File: src/rtl/dma_pack_pkg.sv
package dma_pack_pkg;

    localparam int HOLD_W = 32;

    typedef enum logic [1:0] {
        SZ_BYTE = 2'b00,
        SZ_WORD = 2'b01,
        SZ_LONG = 2'b10,
        SZ_RSVD = 2'b11
    } opsize_e;

    typedef enum logic [1:0] {
        PH_IDLE,
        PH_READ,
        PH_WRITE
    } phase_e;

    typedef struct packed {
        opsize_e src;
        opsize_e dst;
    } sizes_t;

    function automatic logic size_legal(logic [1:0] code);
        return code != 2'b11;
    endfunction

    function automatic opsize_e wider(opsize_e a, opsize_e b);
        return (a > b) ? a : b;
    endfunction

    function automatic logic [2:0] byte_len(opsize_e s);
        case (s)
            SZ_BYTE: return 3'd1;
            SZ_WORD: return 3'd2;
            default: return 3'd4;
        endcase
    endfunction

    function automatic logic [5:0] bit_len(opsize_e s);
        return {byte_len(s), 3'b000};
    endfunction

    // index of the final beat when a unit of size 'unit' is moved in parts of size 'part'
    function automatic logic [1:0] last_beat(opsize_e unit, opsize_e part);
        logic [1:0] diff;
        diff = unit - part;
        case (diff)
            2'd0:    return 2'd0;
            2'd1:    return 2'd1;
            default: return 2'd3;
        endcase
    endfunction

    function automatic logic [HOLD_W-1:0] lane_mask(opsize_e s);
        case (s)
            SZ_BYTE: return 32'h0000_00FF;
            SZ_WORD: return 32'h0000_FFFF;
            default: return 32'hFFFF_FFFF;
        endcase
    endfunction

endpackage

File: src/rtl/dma_pack_ctl.sv
module dma_pack_ctl
    import dma_pack_pkg::*;
#(
    parameter int CNT_W = 16
) (
    input  logic             clk,
    input  logic             rst,
    input  logic             cfg_load,
    input  logic [1:0]       cfg_src_size,
    input  logic [1:0]       cfg_dst_size,
    input  logic [CNT_W-1:0] cfg_count,
    input  logic             req,
    input  logic             bus_ready,
    input  logic             bus_err,
    output phase_e           phase_o,
    output sizes_t           sizes_o,
    output opsize_e          unit_o,
    output logic [1:0]       beat_o,
    output logic             load_ok_o,
    output logic             start_o,
    output logic             rd_fire_o,
    output logic             wr_fire_o,
    output logic             err_fire_o,
    output logic             ack_o,
    output logic             done_o,
    output logic             err_o,
    output logic             rej_o,
    output logic [CNT_W-1:0] count_o
);

    phase_e           phase_q;
    sizes_t           sizes_q;
    logic [1:0]       beat_q;
    logic [CNT_W-1:0] count_q;
    logic             loaded_q;
    logic             err_q;
    logic             rej_q;
    logic             ack_q;

    opsize_e          unit;
    logic [1:0]       rd_last;
    logic [1:0]       wr_last;
    logic [CNT_W-1:0] unit_bytes;
    logic             busy;
    logic             load_legal;
    logic             load_bad;

    assign busy       = (phase_q != PH_IDLE);
    assign unit       = wider(sizes_q.src, sizes_q.dst);
    assign rd_last    = last_beat(unit, sizes_q.src);
    assign wr_last    = last_beat(unit, sizes_q.dst);
    assign unit_bytes = {{(CNT_W-3){1'b0}}, byte_len(unit)};

    assign load_legal = cfg_load && !busy && size_legal(cfg_src_size) && size_legal(cfg_dst_size);
    assign load_bad   = cfg_load && !busy && !(size_legal(cfg_src_size) && size_legal(cfg_dst_size));

    assign start_o    = (phase_q == PH_IDLE) && req && !cfg_load && loaded_q && !err_q
                        && (count_q != '0);
    assign err_fire_o = busy && bus_err;
    assign rd_fire_o  = (phase_q == PH_READ)  && bus_ready && !bus_err;
    assign wr_fire_o  = (phase_q == PH_WRITE) && bus_ready && !bus_err;

    always_ff @(posedge clk) begin
        if (rst) begin
            phase_q  <= PH_IDLE;
            sizes_q  <= '{src: SZ_BYTE, dst: SZ_BYTE};
            beat_q   <= '0;
            count_q  <= '0;
            loaded_q <= 1'b0;
            err_q    <= 1'b0;
            rej_q    <= 1'b0;
            ack_q    <= 1'b0;
        end else begin
            ack_q <= 1'b0;
            if (load_legal) begin
                sizes_q  <= '{src: opsize_e'(cfg_src_size), dst: opsize_e'(cfg_dst_size)};
                count_q  <= cfg_count;
                loaded_q <= 1'b1;
                err_q    <= 1'b0;
                rej_q    <= 1'b0;
            end else if (load_bad) begin
                loaded_q <= 1'b0;
                rej_q    <= 1'b1;
            end
            case (phase_q)
                PH_IDLE: begin
                    if (start_o) begin
                        phase_q <= PH_READ;
                        beat_q  <= '0;
                    end
                end
                PH_READ: begin
                    if (err_fire_o) begin
                        phase_q <= PH_IDLE;
                        err_q   <= 1'b1;
                    end else if (rd_fire_o) begin
                        if (beat_q == rd_last) begin
                            phase_q <= PH_WRITE;
                            beat_q  <= '0;
                        end else begin
                            beat_q <= beat_q + 2'd1;
                        end
                    end
                end
                PH_WRITE: begin
                    if (err_fire_o) begin
                        phase_q <= PH_IDLE;
                        err_q   <= 1'b1;
                    end else if (wr_fire_o) begin
                        if (beat_q == wr_last) begin
                            phase_q <= PH_IDLE;
                            ack_q   <= 1'b1;
                            count_q <= (count_q > unit_bytes) ? (count_q - unit_bytes) : '0;
                        end else begin
                            beat_q <= beat_q + 2'd1;
                        end
                    end
                end
                default: phase_q <= PH_IDLE;
            endcase
        end
    end

    assign phase_o   = phase_q;
    assign sizes_o   = sizes_q;
    assign unit_o    = unit;
    assign beat_o    = beat_q;
    assign load_ok_o = load_legal;
    assign ack_o     = ack_q;
    assign done_o    = loaded_q && !busy && (count_q == '0);
    assign err_o     = err_q;
    assign rej_o     = rej_q;
    assign count_o   = count_q;

endmodule

File: src/rtl/dma_pack_addr.sv
module dma_pack_addr
    import dma_pack_pkg::*;
#(
    parameter int ADDR_W = 32
) (
    input  logic              clk,
    input  logic              rst,
    input  logic              load,
    input  logic [ADDR_W-1:0] src_init,
    input  logic [ADDR_W-1:0] dst_init,
    input  sizes_t            sizes,
    input  logic              rd_step,
    input  logic              wr_step,
    output logic [ADDR_W-1:0] src_addr,
    output logic [ADDR_W-1:0] dst_addr
);

    logic [ADDR_W-1:0] src_inc;
    logic [ADDR_W-1:0] dst_inc;

    assign src_inc = {{(ADDR_W-3){1'b0}}, byte_len(sizes.src)};
    assign dst_inc = {{(ADDR_W-3){1'b0}}, byte_len(sizes.dst)};

    always_ff @(posedge clk) begin
        if (rst) begin
            src_addr <= '0;
            dst_addr <= '0;
        end else if (load) begin
            src_addr <= src_init;
            dst_addr <= dst_init;
        end else begin
            if (rd_step) src_addr <= src_addr + src_inc;
            if (wr_step) dst_addr <= dst_addr + dst_inc;
        end
    end

endmodule

File: src/rtl/dma_pack_hold.sv
module dma_pack_hold
    import dma_pack_pkg::*;
(
    input  logic              clk,
    input  logic              rst,
    input  logic              clear,
    input  logic              capture,
    input  logic [HOLD_W-1:0] rdata,
    input  sizes_t            sizes,
    input  opsize_e           unit,
    input  logic [1:0]        wr_beat,
    output logic [HOLD_W-1:0] wdata
);

    logic [HOLD_W-1:0] hold_q;
    logic [7:0]        consumed;
    logic [7:0]        shamt;

    // reads shift in at the low end, so the first operand ends up most significant
    always_ff @(posedge clk) begin
        if (rst || clear) begin
            hold_q <= '0;
        end else if (capture) begin
            hold_q <= (hold_q << bit_len(sizes.src)) | (rdata & lane_mask(sizes.src));
        end
    end

    // write beat k takes the k-th slice counted from the top of the unit
    always_comb begin
        consumed = {2'b00, bit_len(sizes.dst)} * ({6'b0, wr_beat} + 8'd1);
        shamt    = {2'b00, bit_len(unit)} - consumed;
        wdata    = (hold_q >> shamt) & lane_mask(sizes.dst);
    end

endmodule

File: src/rtl/dma_pack_seq.sv
module dma_pack_seq
    import dma_pack_pkg::*;
#(
    parameter int ADDR_W = 32,
    parameter int CNT_W  = 16
) (
    input  logic              clk,
    input  logic              rst,
    input  logic              cfg_load,
    input  logic [1:0]        cfg_src_size,
    input  logic [1:0]        cfg_dst_size,
    input  logic [ADDR_W-1:0] cfg_src_addr,
    input  logic [ADDR_W-1:0] cfg_dst_addr,
    input  logic [CNT_W-1:0]  cfg_count,
    input  logic              req,
    output logic              ack,
    output logic              done,
    output logic              busy,
    output logic              err,
    output logic              cfg_rej,
    output logic [ADDR_W-1:0] src_addr_o,
    output logic [ADDR_W-1:0] dst_addr_o,
    output logic [CNT_W-1:0]  count_o,
    output logic              bus_valid,
    output logic              bus_we,
    output logic [1:0]        bus_size,
    output logic [ADDR_W-1:0] bus_addr,
    output logic [HOLD_W-1:0] bus_wdata,
    input  logic [HOLD_W-1:0] bus_rdata,
    input  logic              bus_ready,
    input  logic              bus_err
);

    phase_e            phase;
    sizes_t            sizes;
    opsize_e           unit;
    logic [1:0]        beat;
    logic              load_ok;
    logic              start;
    logic              rd_fire;
    logic              wr_fire;
    logic              err_fire;
    logic [HOLD_W-1:0] held_wdata;

    dma_pack_ctl #(.CNT_W(CNT_W)) u_ctl (
        .clk          (clk),
        .rst          (rst),
        .cfg_load     (cfg_load),
        .cfg_src_size (cfg_src_size),
        .cfg_dst_size (cfg_dst_size),
        .cfg_count    (cfg_count),
        .req          (req),
        .bus_ready    (bus_ready),
        .bus_err      (bus_err),
        .phase_o      (phase),
        .sizes_o      (sizes),
        .unit_o       (unit),
        .beat_o       (beat),
        .load_ok_o    (load_ok),
        .start_o      (start),
        .rd_fire_o    (rd_fire),
        .wr_fire_o    (wr_fire),
        .err_fire_o   (err_fire),
        .ack_o        (ack),
        .done_o       (done),
        .err_o        (err),
        .rej_o        (cfg_rej),
        .count_o      (count_o)
    );

    dma_pack_addr #(.ADDR_W(ADDR_W)) u_addr (
        .clk      (clk),
        .rst      (rst),
        .load     (load_ok),
        .src_init (cfg_src_addr),
        .dst_init (cfg_dst_addr),
        .sizes    (sizes),
        .rd_step  (rd_fire),
        .wr_step  (wr_fire),
        .src_addr (src_addr_o),
        .dst_addr (dst_addr_o)
    );

    dma_pack_hold u_hold (
        .clk     (clk),
        .rst     (rst),
        .clear   (start || err_fire),
        .capture (rd_fire),
        .rdata   (bus_rdata),
        .sizes   (sizes),
        .unit    (unit),
        .wr_beat (beat),
        .wdata   (held_wdata)
    );

    assign busy      = (phase != PH_IDLE);
    assign bus_valid = busy;
    assign bus_we    = (phase == PH_WRITE);
    assign bus_size  = bus_we ? sizes.dst : sizes.src;
    assign bus_addr  = bus_we ? dst_addr_o : src_addr_o;
    assign bus_wdata = bus_we ? held_wdata : '0;

endmodule

File: config.mk
export PLATFORM = sky130hd
export DESIGN_NAME = dma_pack_seq
export DESIGN_NICKNAME = d
export VERILOG_FILES = /design/src/rtl/dma_pack_pkg.sv /design/src/rtl/dma_pack_ctl.sv /design/src/rtl/dma_pack_addr.sv /design/src/rtl/dma_pack_hold.sv /design/src/rtl/dma_pack_seq.sv
export SDC_FILE = /design/constraint.sdc
export NUM_CORES = 1
export LEC_CHECK = 0
export ABC_AREA = 1
export BUFFER_PORTS_ARGS = -buffer_cell sky130_fd_sc_hd__buf_2
export CAP_MARGIN = 25
export CORE_ASPECT_RATIO = 0.5
export CORE_UTILIZATION = 54
export CTS_BUF_LIST = sky130_fd_sc_hd__clkbuf_16
export DETAILED_ROUTE_END_ITERATION = 12
export PLACE_DENSITY_LB_ADDON = 0.15
export SYNTH_ARGS = -nofsm -noshare
export SYNTH_HDL_FRONTEND = slang
export SYNTH_SLANG_ARGS = --single-unit
File: constraint.sdc
create_clock -name clk -period 4.2 [get_ports clk]
set_input_delay 0.42 -clock clk [delete_from_list [all_inputs] [get_ports clk]]
set_output_delay 0.42 -clock clk [all_outputs]
set_load 0.02 [all_outputs]
==> impl_metrics.json, run 1 <==
{
  "ys_seq_elements": 124,
  "routed_via_density": 5.73,
  "worstPathArrival_ns": 3.65,
  "clockRootBuffer": "clkbuf_16",
  "ios": 275,
  "r2r-end": "u_ctl.count_o[2]",
  "synth_fp_nets": 1817,
  "cts_tree": "yes",
  "ys.flop_type": "dfxtp_1",
  "fin_crit_ns": 4.07,
  "max_freq_mhz": 246,
  "final_common_cell": "nand2_1",
  "via_count": 12310,
  "gp_congestion": 0.947,
  "cts_hold_buf": 0,
  "drtAntennaViolNets": 0,
  "endpoint": "bus_wdata[31]",
  "hold_viol": 0,
  "tns_ns": 0,
  "critPathMaxFanout": 19,
  "fin_nets": 2055,
  "final_core_util_pct": 68.9,
  "cts.path.max_buffers": 2,
  "finalCritPeriodShare_pct": 96.8,
  "track_usage_pct": 37.3,
  "crit_top_cell": "o21ai_2",
  "final_area_mm2": 0.0122,
  "yosysWarnings": 0,
  "worstMarginPinSlew_ns": 0.989,
  "slowest_delay_ns": 0.58,
  "cts_buffers": 17,
  "nFillCells": 1657,
  "final_cell_mix": "nand2_1, buf_2, inv_1",
  "timing.hold.ws_ns": 0.239,
  "synth_edf_count": 0,
  "drc": 0,
  "grt_pass1_vias": 10987,
  "powerDensity_mw_per_mm2": 571,
  "switching_share_pct": 49.1,
  "slew_headroom_pct": 34.0,
  "end_kind": "primary output",
  "crit_slowest_cell": "fa_2",
  "postSynthCellCount": 1663,
  "final-max-slew-violation-count": 0,
  "p_total_mw": 6.96,
  "switchingPower_mw": 3.42,
  "crit_chain": "inv_1 -> ha_1 -> o21ai_2 -> o21ai_2 -> o21ai_2 -> nand2_1 -> ha_1 -> fa_2 -> inv_4 -> or3_4 -> nor4_1 -> buf_2",
  "path_buf_inv": 3,
  "max-cap-violations": 0,
  "dieArea_mm2": 0.0190,
  "timing.critical_path.from": "u_ctl.sizes_o[1]",
  "clk_latency_ns": 0.43,
  "min_path_type": "in2reg",
  "ys_types": 53,
  "yosysSeqAreaShare_pct": 24.9,
  "placed_cells": 2109,
  "dr.pass1.iters": 5,
  "dp_slack_ns": 0.0612,
  "grt_max_degree": 64,
  "cts.reportedPaths.clkPinSlew_ns": 0.06,
  "drive_gt1_share_pct": 22.6,
  "dp_hpwl_um": 26500,
  "final_cells": 2149,
  "path_delay_family": "adder cells",
  "power_frac_clock_pct": 23.2,
  "worstPathRequired_ns": 3.78,
  "cp_num_cells": 12,
  "io_buffers": 274,
  "ir_worst_vdd_mv": 0.404,
  "status": "finished, final reports clean",
  "die_w_um": 194,
  "pwr-share-seq_pct": 23.1,
  "start_util_pct": 56.3,
  "fin_worst_skew_ns": 0.0104,
  "p_int_mw": 3.54,
  "regToRegSetupSlack_ns": 0.99,
  "syn-cell-area_mm2": 0.00996,
  "rsz0062_at_grt": "yes",
  "avgSynthCellArea_um2": 5.99,
  "grt.overflow.total": 0,
  "crit_type": "reg2out",
  "num_rows": 34,
  "dieHeight_um": 98.0,
  "setup_viol": 0,
  "p_comb_share_pct": 53.8,
  "async_reset_ff_share_pct": 0,
  "htree_levels": 4,
  "coreArea_mm2": 0.0177,
  "drt-total-wl_um": 36300,
  "cts.sinks": 124,
  "worstReg2RegStart": "u_ctl.sizes_o[1]",
  "cellLeakagePower_nw": 5.42,
  "antenna_found_initial": 2,
  "fin_ws_ns": 0.133,
  "worstRegToRegCells": 18,
  "start_kind": "flop",
  "place_area_mm2": 0.0113,
  "area_growth_syn_to_layout_pct": 22.4,
  "grt_pass1_wl_um": 56600,
  "drt_iter0_markers": 1213,
  "wire_per_inst_um": 16.9
}
worst min path at each step:
stage | depth (start not counted) | from | end
4_1_cts | 3 | bus_rdata[1] | u_hold.hold_q[1]
3_5_place_dp | 2 | u_hold.hold_q[0] | u_hold.hold_q[0]
3_3_place_gp | 2 | u_hold.hold_q[0] | u_hold.hold_q[0]
5_1_grt | 3 | bus_rdata[2] | u_hold.hold_q[2]
2_1_floorplan | 2 | u_hold.hold_q[0] | u_hold.hold_q[0]
6_report | 3 | bus_rdata[0] | u_hold.hold_q[0]
cells by family after synthesis:
| logic type | share of synthesized area, % |
|---|---|
| AND/OR/NAND/NOR | 39.0 |
| AO/OA/AOI/OAI | 19.0 |
| buffers and inverters | 11.2 |
| flip-flops | 24.9 |
| adder cells (fa/ha/maj) | 4.47 |
| XOR/XNOR | 1.48 |
worst min-delay path, stage by stage:
cell	delay [ns]
buf_2	0.09
nand2_1	0.05
a21oi_1	0.06
power by group through the flow:
| stage | clock network, mW | registers, mW | logic (mW) |
|---|---|---|---|
| 2_1_floorplan | 0 | 1.69 | 2.41 |
| 5_1_grt | 1.66 | 1.63 | 4.09 |
| 4_1_cts | 1.61 | 1.59 | 3.55 |
| 3_5_place_dp | 0 | 1.61 | 3.34 |
| 6_report | 1.61 | 1.61 | 3.74 |
| 3_3_place_gp | 0 | 1.61 | 3.30 |
per-layer routing:
metal	vias up	global-route usage (%)	routed length, um	part of all wire (%)
li1	5896	-	-	-
met1	5662	49.8	15400	42
met2	653	59.9	16200	45
met3	99	6.70	3550	9.8
met4	0	14.9	1240	3.4
met5	-	0	0	0
cells in the mapped netlist (2+ instances only):
cell type | n | area, um^2
nor2_2 | 8 | 50.1
nor3_2 | 2 | 20.0
buf_4 | 8 | 60.1
nand3_1 | 128 | 641
buf_6 | 6 | 67.6
nand4_1 | 11 | 68.8
inv_2 | 15 | 56.3
nor2_1 | 161 | 604
ha_1 | 26 | 325
inv_1 | 172 | 646
buf_1 | 3 | 11.3
a21oi_1 | 116 | 581
inv_4 | 2 | 12.5
fa_1 | 6 | 120
xor2_1 | 12 | 105
o21ai_1 | 30 | 150
a211oi_2 | 12 | 150
nor2_4 | 6 | 67.6
nor4_2 | 2 | 25.0
nand3_2 | 5 | 50.1
a221oi_1 | 16 | 140
nor4_1 | 8 | 50.1
o21bai_1 | 10 | 75.1
nand2_1 | 520 | 1950
nand2_2 | 6 | 37.5
a31oi_1 | 5 | 31.3
o21ai_0 | 104 | 521
a211oi_1 | 8 | 60.1
or2_0 | 2 | 12.5
buf_2 | 27 | 135
clkbuf_1 | 32 | 120
o211ai_1 | 14 | 105
dfxtp_1 | 124 | 2480
xnor2_1 | 3 | 26.3
nor3_1 | 11 | 55.1
nand3b_1 | 15 | 113
or2_2 | 10 | 62.6
clkinv_1 | 2 | 7.51
layout make-up:
| cell class | count | area (um^2) | share of cell area [%] |
|---|---|---|---|
| Clock inverter | 15 | 198 | 1.62 |
| Timing Repair Buffer | 293 | 1550 | 12.7 |
| Clock buffer | 17 | 425 | 3.49 |
| Antenna cell | 1 | 2.50 | 0.0205 |
| Sequential cell | 124 | 2490 | 20.4 |
| Inverter | 191 | 722 | 5.92 |
| Tap cell | 234 | 293 | 2.40 |
| Multi-Input combinational cell | 1274 | 6510 | 53.4 |
timing repair:
item | CTS | global route
pin swaps | 3 | 7
setup buffers | 4 | 1
resized for setup | 7 | 39
endpoints found under the setup margin | 32 | 32
cloned | 1 | 1
Power figures use the tool's default switching activity.
==> run 2, diff against run 1 <==
- MAX_ROUTING_LAYER: default -> met4
==> run 2 against run 1 <==
Sequential share of layout area up 0.25 points. Via count down 0.13%. Final cell count down 0.19%. Critical path type unchanged. First-iteration DRC count down 11%. Routed wire length down 0.13%. Global-route usage up 1.4 points.
==> impl_metrics.json, run 2 (synthesis results as in run 1) <==
{
  "cts_tree": "yes",
  "via_count": 12294,
  "start_kind": "flop",
  "cts.sinks": 124,
  "htree_levels": 4,
  "fin_worst_skew_ns": 0.0112,
  "start_util_pct": 56.3,
  "clk_latency_ns": 0.43,
  "crit_type": "reg2out",
  "worstPathArrival_ns": 3.62,
  "cts.reportedPaths.clkPinSlew_ns": 0.06,
  "ir_worst_vdd_mv": 0.452,
  "clockRootBuffer": "clkbuf_16",
  "pwr-share-seq_pct": 24.0,
  "setup_viol": 0,
  "final-max-slew-violation-count": 0,
  "fin_crit_ns": 4.04,
  "grt_pass1_wl_um": 57100,
  "p_comb_share_pct": 55.3,
  "routed_via_density": 5.73,
  "switching_share_pct": 50.5,
  "final_common_cell": "nand2_1",
  "grt_pass1_vias": 11112,
  "drt_iter0_markers": 1080,
  "cellLeakagePower_nw": 5.36,
  "area_growth_syn_to_layout_pct": 21.0,
  "cts_buffers": 17,
  "track_usage_pct": 38.7,
  "p_int_mw": 3.31,
  "dr.pass1.iters": 6,
  "regToRegSetupSlack_ns": 0.91,
  "hold_viol": 0,
  "die_w_um": 194,
  "slew_headroom_pct": 36.0,
  "switchingPower_mw": 3.38,
  "tns_ns": 0,
  "grt.overflow.total": 0,
  "p_total_mw": 6.69,
  "end_kind": "primary output",
  "final_cell_mix": "nand2_1, buf_2, inv_1",
  "cts.path.max_buffers": 2,
  "io_buffers": 274,
  "gp_congestion": 0.980,
  "timing.hold.ws_ns": 0.243,
  "max_freq_mhz": 247,
  "status": "finished, final reports clean",
  "nFillCells": 1660,
  "placed_cells": 2109,
  "drt-total-wl_um": 36300,
  "final_core_util_pct": 68.1,
  "fin_nets": 2053,
  "n_antenna_cell": 0,
  "wire_per_inst_um": 16.9,
  "cts_hold_buf": 0,
  "ios": 275,
  "antenna_found_initial": 0,
  "finalCritPeriodShare_pct": 96.2,
  "worstMarginPinSlew_ns": 0.959,
  "drive_gt1_share_pct": 22.1,
  "powerDensity_mw_per_mm2": 555,
  "min_path_type": "in2reg",
  "worstPathRequired_ns": 3.78,
  "max-cap-violations": 0,
  "coreArea_mm2": 0.0177,
  "grt_max_degree": 64,
  "dp_hpwl_um": 26800,
  "power_frac_clock_pct": 20.7,
  "final_cells": 2145,
  "num_rows": 34,
  "dieArea_mm2": 0.0190,
  "dieHeight_um": 98.0,
  "drc": 0,
  "drtAntennaViolNets": 0,
  "critPathMaxFanout": 8
}
## run 2: area by class of cell
cell class              instances  area (um^2)  area share [%]
clock inverters                14          106           0.883
inverters                     191          722            5.99
clock buffers                  17          425            3.53
repair buffers                292         1530            12.7
flip-flops and latches        124         2490            20.7
multi-input cells            1273         6490            53.9
well taps                     234          293            2.43
## run 2: what timing repair did
item                       in CTS  in global routing
setup buffers                   3                  1
resized for setup               7                 32
hold endpoints to repair        0                  0
cloned                          1                  0
setup endpoints to repair      32                 32
pin swaps                       2                  2
## run 2: final timing paths
kind	start	endpoint	cells past startpoint
max	u_ctl.beat_o[1]	bus_wdata[9]	15
min	bus_rdata[1]	u_hold.hold_q[1]	3
min reg2reg	u_hold.hold_q[0]	u_hold.hold_q[0]	2
max reg2reg	u_ctl.sizes_o[3]	u_ctl.count_o[2]	18
## run 2: worst max-delay path: stages (launching register included)
cell     delay [ns]
dfxtp_2        0.35
ha_4           0.28
inv_1          0.06
nor2_2         0.12
fa_1           0.43
ha_1           0.31
inv_1          0.06
ha_2           0.30
a21oi_2        0.17
nand3_1        0.13
nand2_4        0.14
nand3_4        0.15
nor2_4         0.20
nand2_1        0.08
a21oi_1        0.21
buf_2          0.20
## run 2: metal layers
layer  global-route usage, %  up-vias  share of wire [%]
met5                       -        -                  0
met4                    13.1        0                2.8
met3                    5.66       91                8.8
met2                    62.1      658                 46
met1                    49.9     5639                 42
li1                        -     5906                  -
## run 2: through the flow
| step | worst slack, ns | cell area [um^2] |
|---|---|---|
| global placement | 0.333 | 11300 |
| global route | -0.000739 | 12000 |
| CTS | 0.00279 | 11900 |
| floorplan | 0.150 | 9960 |
| detailed placement | 0.211 | 11300 |
| finish | 0.159 | 12000 |
## run 2: power groups by stage
stage | Combinational, mW | Clock [mW] | Sequential (mW)
after global routing | 4.02 | 1.44 | 1.63
after CTS | 3.55 | 1.38 | 1.59
final | 3.70 | 1.39 | 1.61
after floorplan | 2.41 | 0 | 1.69
after detailed placement | 3.39 | 0 | 1.61
after global placement | 3.31 | 0 | 1.61
